### config.mk
export PLATFORM = sky130hd
export DESIGN_NAME = wdt_monitor
export DESIGN_NICKNAME = d
export VERILOG_FILES = /design/src/rtl/wdt_pkg.sv /design/src/rtl/wdt_regs.sv /design/src/rtl/wdt_stage.sv /design/src/rtl/wdt_pulse.sv /design/src/rtl/wdt_monitor.sv
export SDC_FILE = /design/constraint.sdc
export NUM_CORES = 1
export LEC_CHECK = 0
export ABC_CLOCK_PERIOD_IN_PS = 6500
export BUFFER_PORTS_ARGS = -buffer_cell sky130_fd_sc_hd__buf_4
export CAP_MARGIN = 10
export CORE_MARGIN = 4
export CORE_UTILIZATION = 38
export DETAILED_ROUTE_END_ITERATION = 16
export PLACE_DENSITY = 0.62
export SETUP_SLACK_MARGIN = 0.05
export SYNTH_ARGS = -nofsm -noshare
export SYNTH_HDL_FRONTEND = slang
export SYNTH_SLANG_ARGS = --single-unit
### constraint.sdc
create_clock -name clk -period 6.5 [get_ports clk]
set_input_delay 0.325 -clock clk [delete_from_list [all_inputs] [get_ports clk]]
set_output_delay 0.325 -clock clk [all_outputs]
set_load 0.02 [all_outputs]
### src/rtl/wdt_pkg.sv
// Package: shared register addresses of the watchdog monitor timer.
// Assumes a 2-bit write address bus.
package wdt_pkg;
    localparam int ADDR_W = 2;

    typedef enum logic [ADDR_W-1:0] {
        REG_LATCH_LO = 2'd0,
        REG_LATCH_HI = 2'd1,
        REG_CTRL     = 2'd2
    } wdt_reg_e;
endpackage

### src/rtl/wdt_regs.sv
// Module: reload latches and control bit with 0-to-1 edge detection.
// Assumes LO_W and HI_W are no wider than DATA_W. Compares the written
// bit against the stored bit in the system clock domain. The control
// register is locked while a restart pulse is active.
module wdt_regs
    import wdt_pkg::*;
#(
    parameter int LO_W   = 8,
    parameter int HI_W   = 8,
    parameter int DATA_W = 8
) (
    input  logic              clk,
    input  logic              rst_n,
    input  logic              wr_en,
    input  logic [ADDR_W-1:0] wr_addr,
    input  logic [DATA_W-1:0] wr_data,
    input  logic              pulse_busy,
    input  logic              clear_ctrl,
    output logic [LO_W-1:0]   latch_lo,
    output logic [HI_W-1:0]   latch_hi,
    output logic              ctrl_bit,
    output logic              arm_rise
);
    logic sel_lo, sel_hi, sel_ctrl;

    // Decode the write strobes; control writes are dropped during a pulse.
    always_comb begin
        sel_lo   = wr_en && (wr_addr == REG_LATCH_LO);
        sel_hi   = wr_en && (wr_addr == REG_LATCH_HI);
        sel_ctrl = wr_en && (wr_addr == REG_CTRL) && !pulse_busy;
        arm_rise = sel_ctrl && wr_data[0] && !ctrl_bit;
    end

    // Hold the low reload latch.
    always_ff @(posedge clk) begin
        if (!rst_n)      latch_lo <= '0;
        else if (sel_lo) latch_lo <= wr_data[LO_W-1:0];
    end

    // Hold the high reload latch.
    always_ff @(posedge clk) begin
        if (!rst_n)      latch_hi <= '0;
        else if (sel_hi) latch_hi <= wr_data[HI_W-1:0];
    end

    // Store the control bit; a timeout clears it.
    always_ff @(posedge clk) begin
        if (!rst_n)          ctrl_bit <= 1'b0;
        else if (clear_ctrl) ctrl_bit <= 1'b0;
        else if (sel_ctrl)   ctrl_bit <= wr_data[0];
    end
endmodule

### src/rtl/wdt_stage.sv
// Module: one loadable down-counting stage of the cascade.
// Assumes load takes priority over decrement. Wraps from zero to all
// ones; the caller handles the borrow into the next stage.
module wdt_stage #(
    parameter int W = 8
) (
    input  logic         clk,
    input  logic         rst_n,
    input  logic         load,
    input  logic [W-1:0] load_val,
    input  logic         dec,
    output logic [W-1:0] val,
    output logic         zero
);
    // Load or decrement the stage value.
    always_ff @(posedge clk) begin
        if (!rst_n)    val <= '0;
        else if (load) val <= load_val;
        else if (dec)  val <= val - W'(1);
    end

    // Flag a zero value for borrow and timeout detection.
    always_comb zero = (val == '0);
endmodule

### src/rtl/wdt_pulse.sv
// Module: fixed-length active-low restart pulse generator.
// Assumes fire is a single-cycle strobe. The output goes low in the
// cycle after fire and stays low for PULSE_LEN cycles.
module wdt_pulse #(
    parameter int PULSE_LEN = 2
) (
    input  logic clk,
    input  logic rst_n,
    input  logic fire,
    output logic rst_out_n,
    output logic busy
);
    localparam int PW = $clog2(PULSE_LEN + 1);

    logic [PW-1:0] remain;

    // Count down the cycles left in the pulse.
    always_ff @(posedge clk) begin
        if (!rst_n)              remain <= '0;
        else if (fire)           remain <= PW'(PULSE_LEN);
        else if (remain != '0)   remain <= remain - PW'(1);
    end

    // Drive the pulse from the registered count.
    always_comb begin
        busy      = (remain != '0);
        rst_out_n = !busy;
    end
endmodule

### src/rtl/wdt_monitor.sv
// Module: watchdog monitor timer top level.
// Assumes tick is synchronous to clk. The counter has no prescaler:
// the low stage borrows directly into the high stage. The timer is
// disarmed after reset and after every restart pulse it produces.
module wdt_monitor
    import wdt_pkg::*;
#(
    parameter int LO_W      = 8,
    parameter int HI_W      = 8,
    parameter int DATA_W    = 8,
    parameter int PULSE_LEN = 2
) (
    input  logic                 clk,
    input  logic                 rst_n,
    input  logic                 wr_en,
    input  logic [1:0]           wr_addr,
    input  logic [DATA_W-1:0]    wr_data,
    input  logic                 tick,
    output logic                 rst_out_n,
    output logic                 armed,
    output logic [HI_W+LO_W-1:0] count
);
    logic [LO_W-1:0] latch_lo, lo_val;
    logic [HI_W-1:0] latch_hi, hi_val;
    logic            ctrl_bit, arm_rise, pulse_busy;
    logic            lo_zero, hi_zero, lo_dec, hi_dec, timeout, reload;
    logic            armed_q;

    wdt_regs #(.LO_W(LO_W), .HI_W(HI_W), .DATA_W(DATA_W)) u_regs (
        .clk        (clk),
        .rst_n      (rst_n),
        .wr_en      (wr_en),
        .wr_addr    (wr_addr),
        .wr_data    (wr_data),
        .pulse_busy (pulse_busy),
        .clear_ctrl (timeout),
        .latch_lo   (latch_lo),
        .latch_hi   (latch_hi),
        .ctrl_bit   (ctrl_bit),
        .arm_rise   (arm_rise)
    );

    // Cascade the stages and detect a timeout; a refresh beats a timeout.
    always_comb begin
        lo_dec  = tick && armed_q;
        hi_dec  = lo_dec && lo_zero;
        timeout = lo_dec && lo_zero && hi_zero && !arm_rise;
        reload  = arm_rise || timeout;
    end

    wdt_stage #(.W(LO_W)) u_lo (
        .clk      (clk),
        .rst_n    (rst_n),
        .load     (reload),
        .load_val (latch_lo),
        .dec      (lo_dec),
        .val      (lo_val),
        .zero     (lo_zero)
    );

    wdt_stage #(.W(HI_W)) u_hi (
        .clk      (clk),
        .rst_n    (rst_n),
        .load     (reload),
        .load_val (latch_hi),
        .dec      (hi_dec),
        .val      (hi_val),
        .zero     (hi_zero)
    );

    // Track the armed state: set by a rising control write, cleared by timeout.
    always_ff @(posedge clk) begin
        if (!rst_n)        armed_q <= 1'b0;
        else if (timeout)  armed_q <= 1'b0;
        else if (arm_rise) armed_q <= 1'b1;
    end

    wdt_pulse #(.PULSE_LEN(PULSE_LEN)) u_pulse (
        .clk       (clk),
        .rst_n     (rst_n),
        .fire      (timeout),
        .rst_out_n (rst_out_n),
        .busy      (pulse_busy)
    );

    // Expose the state.
    always_comb begin
        armed = armed_q;
        count = {hi_val, lo_val};
    end
endmodule

==> summary.md, run 1 <==
| Metric | Value |
|---|---|
| Global-route wire length before repair | `6658 um` |
| Die Height | `76.48 um` |
| Required @ worst endpoint | `between 6000 and 7000 ps` |
| CTS buffer count | `5` |
| Avg Cell Area, Syn | `around 9.0 sq um` |
| RSZ-0062 raised after global routing | `no` |
| Sink Count | `36` |
| DR iter-0 viols | `68` |
| I/O pins | `32` |
| Largest cells by area after synthesis | `dfxtp_1 (40%), mux2i_1 (9.6%), nor2b_1 (6.0%)` |
| Ratio of cells with drive above 1 in the final layout | `21.05%` |
| Die Area | `0.005848 sq mm` |
| Syn Inst Count | `199` |
| WS Path Type | `flip-flop to flip-flop` |
| Post-CTS Resized | `0` |
| Yosys warnings | `0` |
| Hpwl dp | `2813 um` |
| Top_reg_cell synth | `dfxtp_1` |
| Ant. Diodes | `0` |
| Worst path max stage delay | `570 ps` |
| Nets | `244` |
| Setup TNS | `0 ps` |
| Final hold violations | `0` |
| Min-delay worst type | `input pin to flip-flop` |
| Critical Path Fanout Max | `6` |
| Crit path DAT | `2340 ps` |
| Most used cell, CP | `or4_4` |
| R2R setup slack | `4330 ps` |
| Status | `complete, no violations` |
| P&R area growth vs syn | `20.22%` |
| Sw Share | `25.57%` |
| Tcrit/Tclk final | `about a third` |
| Largest net degree at the start of global routing | `45` |
| CTS tree | `done` |
| Vias in the first global route | `1386` |
| Final Core Density | `48.20%` |
| Sequential share of the synthesized area | `40.45%` |
| # setup viols final | `0` |
| Final Critical Period | `2172 ps` |
| Post-synth top area share | `40.45%` |
| Synth cell types | `slightly above 40` |
| Dpl cells | `272` |
| Hold path cells | `3` |
| Vias after detailed routing | `1466` |
| R2R depth | `5` |
| Post-synth EDFFs | `0` |
| ANT nets after route | `0` |
| Clk network pwr share | `35.2%` |
| Skew final | `7.256 ps` |
| Worst Slack Setup Final | `4328 ps` |
| Worst Hold End | `u_regs.latch_hi[1]` |
| CP endpoint kind | `flip-flop` |
| Root Buffer | `clkbuf_8` |
| Cells along the critical path | `or4_4, or4_4, nor4_4, mux2i_1, o22ai_2` |
| Setup WS pre-CTS | `~4300 ps` |
| IO buf count | `31` |
| Power density over the cells | `215.7 mW/mm^2` |
| Vias per cell | `5.236` |
| H-tree depth | `2` |
| GRT Residual Overflow | `0` |
| Max stage delay cell, worst path | `or4_4` |
| # fillers | `459` |
| Synthesized area | `roughly 0.0018 sq mm` |
| Site row count | `24` |
| Seq cells post-synth | `36` |
| Cts hold-fix bufs | `0` |
| Worst reg2reg path endpoint | `u_hi.val[7]` |
| Post-DP Area | `0.002052 sq mm` |
| Commonest cells in the synthesized netlist | `dfxtp_1 (36), nand2_1 (20), mux2i_1 (17), nor2b_1 (17), nand3_1 (13)` |
| Most common cell in the synthesized netlist | `dfxtp_1` |
| Synthesized Nets | `approximately 220` |
| Initial antenna violation count | `0` |
| Hold Startpoint | `wr_data[1]` |
| CTS Buffer Depth | `2` |
| Chip Width | `approximately 76 um` |
| Core Box Area | `0.004444 sq mm` |
| Aggregate global-route resource usage | `13.87%` |
| Finished Layout Cells | `280` |
| Final Cell Area | `roughly 0.0021 sq mm` |
| Delay-heaviest family, CP | `simple AND/OR/NAND/NOR gates` |
| Fmax achieved | `roughly 0.46 GHz` |
| Final wirelength | `3780 um` |
| Final slew viol count | `0` |
| Crit path buf inv count | `0` |
| VDD IR max | `0.07887 mV` |
| DR WL/cell | `about 14 um` |
| Max-cap violations | `0` |
| Psw | `0.1181 mW` |
| Slew @ Worst Pin | `549.7 ps` |
| Clk Latency, worst-skew pair | `280 ps` |
| Setup bufs post-CTS | `0` |
| Clk slew on worst S/H paths | `around 70 ps` |
| FFs w/ async S/R, synth | `0%` |
| Pre-antenna DRT Iters | `4` |
| Largest area contributor in the netlist | `dfxtp_1` |
| Rel. slew slack | `63.24%` |
| Residual DRC | `0` |
| Pleak | `0.8992 nW` |
| Starting density of the core | `40.09%` |
| R2r startpoint | `u_lo.val[2]` |
| Int Pwr | `0.3439 mW` |
| Seq pwr share | `50.9%` |
| Startpoint types | `flip-flop` |
| Gate power share | `about 14%` |
| GPL Wtd Cong | `0.8009` |
==> layer usage <==
layer	vias up	share of wire, %	track usage (%)	routed length [um]
li1	762	-	-	-
met4	0	1.2	4.348	46
met2	27	45	20.74	1687
met3	6	4.8	4.492	181
met5	-	0	0	0
met1	671	49	18.86	1865
==> worst max-delay path by stage <==
stage / startpoint / endpoint / slack, ps / cells past startpoint
6_report: u_lo.val[2] / u_hi.val[7] / 4330 / 5
5_1_grt: u_lo.val[2] / u_hi.val[7] / 4250 / 5
4_1_cts: u_lo.val[2] / u_hi.val[7] / 4320 / 5
3_5_place_dp: u_lo.val[2] / u_hi.val[7] / 4330 / 5
3_3_place_gp: u_lo.val[2] / u_hi.val[7] / 4380 / 5
2_1_floorplan: u_lo.val[2] / u_hi.val[7] / 4330 / 5
==> registers in the layout, indices dropped and copies added (netlist names) <==
| register | flops |
|---|---|
| u_hi.val | 8 |
| u_lo.val | 8 |
| u_regs.latch_hi | 8 |
| u_regs.latch_lo | 8 |
| u_pulse.remain | 2 |
| armed | 1 |
| u_regs.ctrl_bit | 1 |
==> cells in the final DEF (no fill, tap or decap), types with 3 or more instances in the layout <==
master    count
dfxtp_1      36
buf_4        34
nand2_1      20
nor2b_1      17
mux2i_1      17
nand3_1      13
o21ai_0      11
nor2_1        8
inv_1         6
nor3_1        6
clkbuf_8      6
xor2_1        5
a21oi_1       4
nor4_1        3
o22ai_1       3
ha_1          3
==> cell type report <==
type / count / area (sq um) / share of cell area (%)
clock buffer: 8 / 90.09 / 4.206
inverter: 6 / 22.52 / 1.051
multi-input combinational: 144 / 988.4 / 46.14
sequential: 36 / 720.7 / 33.64
tap: 52 / 65.06 / 3.037
timing repair buffer: 34 / 255.2 / 11.92
==> logic make-up (layout without fill, tap and decap cells) <==
logic type | count (synthesis) | in the layout | synth area share [%]
xor gates and xnor gates | 7 | 7 | 3.441
muxes | 18 | 18 | 10.18
buffers and inverters | 19 | 48 | 4.073
and+or+nand+nor | 83 | 83 | 26.69
adders and majority gates | 3 | 3 | 2.107
DFF | 36 | 36 | 40.45
AOI/OAI and AO/OA | 33 | 33 | 13.06
==> stage by stage <==
step,power (mW),hold WS (ps)
2_1_floorplan,0.2826,412.6
3_3_place_gp,0.3048,425.9
3_5_place_dp,0.3049,437.6
4_1_cts,0.4675,300.9
5_1_grt,0.4838,308.0
6_report,0.4620,308.1
==> worst register-to-register path, cell delays in order, from the launching register on <==
cell and delay (ps):
dfxtp_1 360, or4_4 570, or4_4 550, nor4_4 240, mux2i_1 250, o22ai_2 90
==> power by group through the flow <==
| stage | registers (mW) | clock network (mW) | logic [mW] |
|---|---|---|---|
| after floorplan | 0.242 | 0 | 0.0401 |
| after global placement | 0.240 | 0 | 0.0647 |
| after detailed placement | 0.240 | 0 | 0.0647 |
| after CTS | 0.235 | 0.167 | 0.0649 |
| after global routing | 0.236 | 0.175 | 0.0721 |
| final | 0.235 | 0.163 | 0.0642 |
(Power assumes the default switching activity.)
==> inputs of run 2 (changes only) <==
Settings changed: ABC_AREA from default to 1, ABC_CLOCK_PERIOD_IN_PS 6500 to 2120.
Clock period 6.5 ns to 2.12 ns, I/O delays scaled along.
==> summary.md, run 2 <==
| Metric | Value |
|---|---|
| Min-delay worst type | `input pin to flip-flop (unchanged)` |
| Pre-antenna DRT Iters | `4 (unchanged)` |
| Post-synth top area share | `37.21% (was 40.45%)` |
| Final wirelength | `4588 um (was 3780 um)` |
| # fillers | `519 (was 459)` |
| RSZ-0062 raised after global routing | `no (unchanged)` |
| VDD IR max | `0.3257 mV (was 0.07887 mV)` |
| Clk slew on worst S/H paths | `70 ps (about the same)` |
| Avg Cell Area, Syn | `7.095 sq um (was 8.953 sq um)` |
| IO buf count | `31 (unchanged)` |
| Final hold violations | `0 (unchanged)` |
| Worst Slack Setup Final | `302.0 ps (was 4328 ps)` |
| Vias after detailed routing | `1791 (was 1466)` |
| Ant. Diodes | `0 (unchanged)` |
| Critical Path Fanout Max | `11 (was 6)` |
| Reg area | `720.7 sq um (unchanged)` |
| Clk Latency, worst-skew pair | `290 ps (was 280 ps)` |
| Sink Count | `36 (unchanged)` |
| Syn Inst Count | `273 (was 199)` |
| Sw Share | `27.95% (was 25.57%)` |
| Aggregate global-route resource usage | `15.87% (was 13.87%)` |
| Setup TNS | `0 ps (unchanged)` |
| Synth Area in XOR/XNOR | `3.618% (was 3.441%)` |
| Final Cell Area | `0.002326 sq mm (was 0.002142 sq mm)` |
| GPL Wtd Cong | `0.7859 (was 0.8009)` |
| CTS Buffer Depth | `2 (unchanged)` |
| Setup WS pre-CTS | `320.7 ps (was 4328 ps)` |
| DR WL/cell | `12.23 um (was 13.50 um)` |
| Die Height | `79.40 um (was 76.48 um)` |
| Cts hold-fix bufs | `0 (unchanged)` |
| Core Box Area | `0.004817 sq mm (was 0.004444 sq mm)` |
| Largest net degree at the start of global routing | `29 (was 45)` |
| Starting density of the core | `40.21% (was 40.09%)` |
| Top_reg_cell synth | `dfxtp_1 (unchanged)` |
| Leading cell type in the layout, fill and taps excluded | `nand2_1 (was dfxtp_1)` |
| Largest family of logic cells by synthesized area | `simple AND/OR/NAND/NOR gates (unchanged)` |
| Final slew viol count | `0 (unchanged)` |
| # setup viols final | `0 (unchanged)` |
| Largest area contributor in the netlist | `dfxtp_1 (unchanged)` |
| DR iter-0 viols | `88 (was 68)` |
| Area fraction in compound gates after synthesis | `10.72% (was 13.06%)` |
| Vias per cell | `4.776 (was 5.236)` |
| Synthesized area | `0.001937 sq mm (was 0.001782 sq mm)` |
| Clk network pwr share | `36.2% (was 35.2%)` |
| Root Buffer | `clkbuf_8 (unchanged)` |
| Post-synthesis mux area share | `0% (was 10.18%)` |
| Seq pwr share | `44.9% (was 50.9%)` |
| Metal2 WL | `2056 um (was 1687 um)` |
| H-tree depth | `2 (unchanged)` |
| Max-cap violations | `0 (unchanged)` |
| Total power | `1.648 mW (was 0.4620 mW)` |
| Most common cell in the synthesized netlist | `nand2_1 (was dfxtp_1)` |
| Post-CTS Resized | `0 (unchanged)` |
| Chip Width | `79.40 um (was 76.48 um)` |
| Nets | `324 (was 244)` |
| CTS tree | `done (unchanged)` |
| Commonest cells in the synthesized netlist | `nand2_1 (49), nor2_1 (38), dfxtp_1 (36), inv_1 (31), o21ai_0 (25) (was dfxtp_1 (36), nand2_1 (20), mux2i_1 (17), nor2b_1 (17), nand3_1 (13))` |
| P&R area growth vs syn | `20.09% (was 20.22%)` |
| FFs w/ async S/R, synth | `0% (unchanged)` |
| Psw | `0.4606 mW (was 0.1181 mW)` |
| Int Pwr | `1.188 mW (was 0.3439 mW)` |
| Sequential share of the synthesized area | `37.21% (was 40.45%)` |
| WL met3 | `223 um (was 181 um)` |
| CTS buffer count | `5 (unchanged)` |
| I/O pins | `32 (unchanged)` |
| Global-route wire length before repair | `7824 um (was 6658 um)` |
| CP endpoint kind | `flip-flop (unchanged)` |
| Finished Layout Cells | `375 (was 280)` |
| Initial antenna violation count | `0 (unchanged)` |
| Metal-1 WL | `2229 um (was 1865 um)` |
| Tcrit/Tclk final | `85.75% (was 33.42%)` |
| Slew @ Worst Pin | `497.6 ps (was 549.7 ps)` |
| Vias in the first global route | `1596 (was 1386)` |
| Synth cell types | `29 (was 41)` |
| Power density over the cells | `708.6 mW/mm^2 (was 215.7 mW/mm^2)` |
| WS Path Type | `flip-flop to flip-flop (unchanged)` |
| Crit path DAT | `2010 ps (was 2340 ps)` |
| Required @ worst endpoint | `2310 ps (was 6670 ps)` |
| Post-synth EDFFs | `0 (unchanged)` |
| Final Critical Period | `1818 ps (was 2172 ps)` |
| Seq cells post-synth | `36 (unchanged)` |
| Skew final | `3.091 ps (was 7.256 ps)` |
| Startpoint types | `flip-flop (unchanged)` |
| Yosys warnings | `0 (unchanged)` |
| Synthesized Nets | `290 (was 216)` |
| Multi-input gate area | `0.001023 sq mm (was 988.4 sq um)` |
| Post-Synth Adder-Cell Area | `1.938% (was 2.107%)` |
| Gate power share | `18.9% (was 13.9%)` |
| Final Core Density | `48.29% (was 48.20%)` |
| Fmax achieved | `0.5501 GHz (was 0.4604 GHz)` |
| Worst hold slack | `51.02 ps (was 308.1 ps)` |
| Simple-gate share of the synthesized area | `36.56% (was 26.69%)` |
| Site row count | `25 (was 24)` |
| Largest cells by area after synthesis | `dfxtp_1 (37%), nand2_1 (9.5%), nor2_1 (7.4%) (was dfxtp_1 (40%), mux2i_1 (9.6%), nor2b_1 (6.0%))` |
| Most frequent cells in the layout | `nand2_1 (49), nor2_1 (38), dfxtp_1 (36) (was dfxtp_1 (36), buf_4 (34), nand2_1 (20))` |
| Die Area | `0.006304 sq mm (was 0.005848 sq mm)` |
| Ratio of cells with drive above 1 in the final layout | `21.43% (was 21.05%)` |
| GRT Residual Overflow | `0 (unchanged)` |
| Highest Signal Layer | `met4 (unchanged)` |
| Pleak | `1.124 nW (was 0.8992 nW)` |
| Status | `complete, no violations (unchanged)` |
| Setup bufs post-CTS | `0 (unchanged)` |
| Post-DP Area | `0.002218 sq mm (was 0.002052 sq mm)` |
| Residual DRC | `0 (unchanged)` |
| Dpl cells | `367 (was 272)` |
| Rel. slew slack | `66.70% (was 63.24%)` |
| ANT nets after route | `0 (unchanged)` |
| Hpwl dp | `3454 um (was 2813 um)` |
run 2: changes by cell type in the layout (fill, tap and decap cells not counted), moves of 14 or more:
| cell | previous run | this run |
|---|---|---|
| o21ai_0 | 11 | 25 |
| nand2_1 | 20 | 49 |
| nor2_1 | 8 | 38 |
| mux2i_1 | 17 | 0 |
| nor2b_1 | 17 | 0 |
| inv_1 | 6 | 31 |
run 2: worst max-delay path: stages (launching register included):
cell,delay [ps]
dfxtp_1,320
inv_1,110
ha_1,250
nand2_1,70
nor2_1,150
nand4_1,120
nand2_1,280
inv_1,190
o21bai_1,180
inv_1,50
run 2: worst paths after layout:
| path | start | end | slack (ps) | depth (start not counted) |
|---|---|---|---|---|
| setup / recovery | u_lo.val[0] | u_hi.val[2] | 300 | 9 |
| hold / removal | wr_data[1] | u_regs.latch_lo[1] | 50 | 3 |
| setup reg to reg | u_lo.val[0] | u_hi.val[2] | 300 | 9 |
| hold reg to reg | u_regs.latch_hi[4] | u_regs.latch_hi[4] | 460 | 2 |
run 2: area by class of cell:
cell class                 count  area share [%]
clock inverter                 2           1.506
tap                           67           3.604
timing repair buffer          35           11.30
clock buffer                   6           3.120
multi-input combinational    195           44.00
sequential                    36           30.98
inverter                      34           5.487
run 2: logic make-up after synthesis:
kind of cell	Yosys count
xor gates and xnor gates	8
and+or+nand+nor	144
AOI/OAI and AO/OA	40
DFF	36
adders and majority gates	3
buffers and inverters	42
run 2: metal layers:
metal,up-vias,track usage [%]
li1,944,-
met2,40,23.48
met4,0,6.873
met5,-,0
met3,7,3.386
met1,800,22.11
run 2: power groups by stage:
| stage | logic, mW | clock network [mW] | registers, mW |
|---|---|---|---|
| after global routing | 0.356 | 0.641 | 0.745 |
| after CTS | 0.316 | 0.611 | 0.740 |
| after floorplan | 0.211 | 0 | 0.767 |
| after global placement | 0.313 | 0 | 0.755 |
| after detailed placement | 0.315 | 0 | 0.755 |
| final | 0.311 | 0.597 | 0.740 |
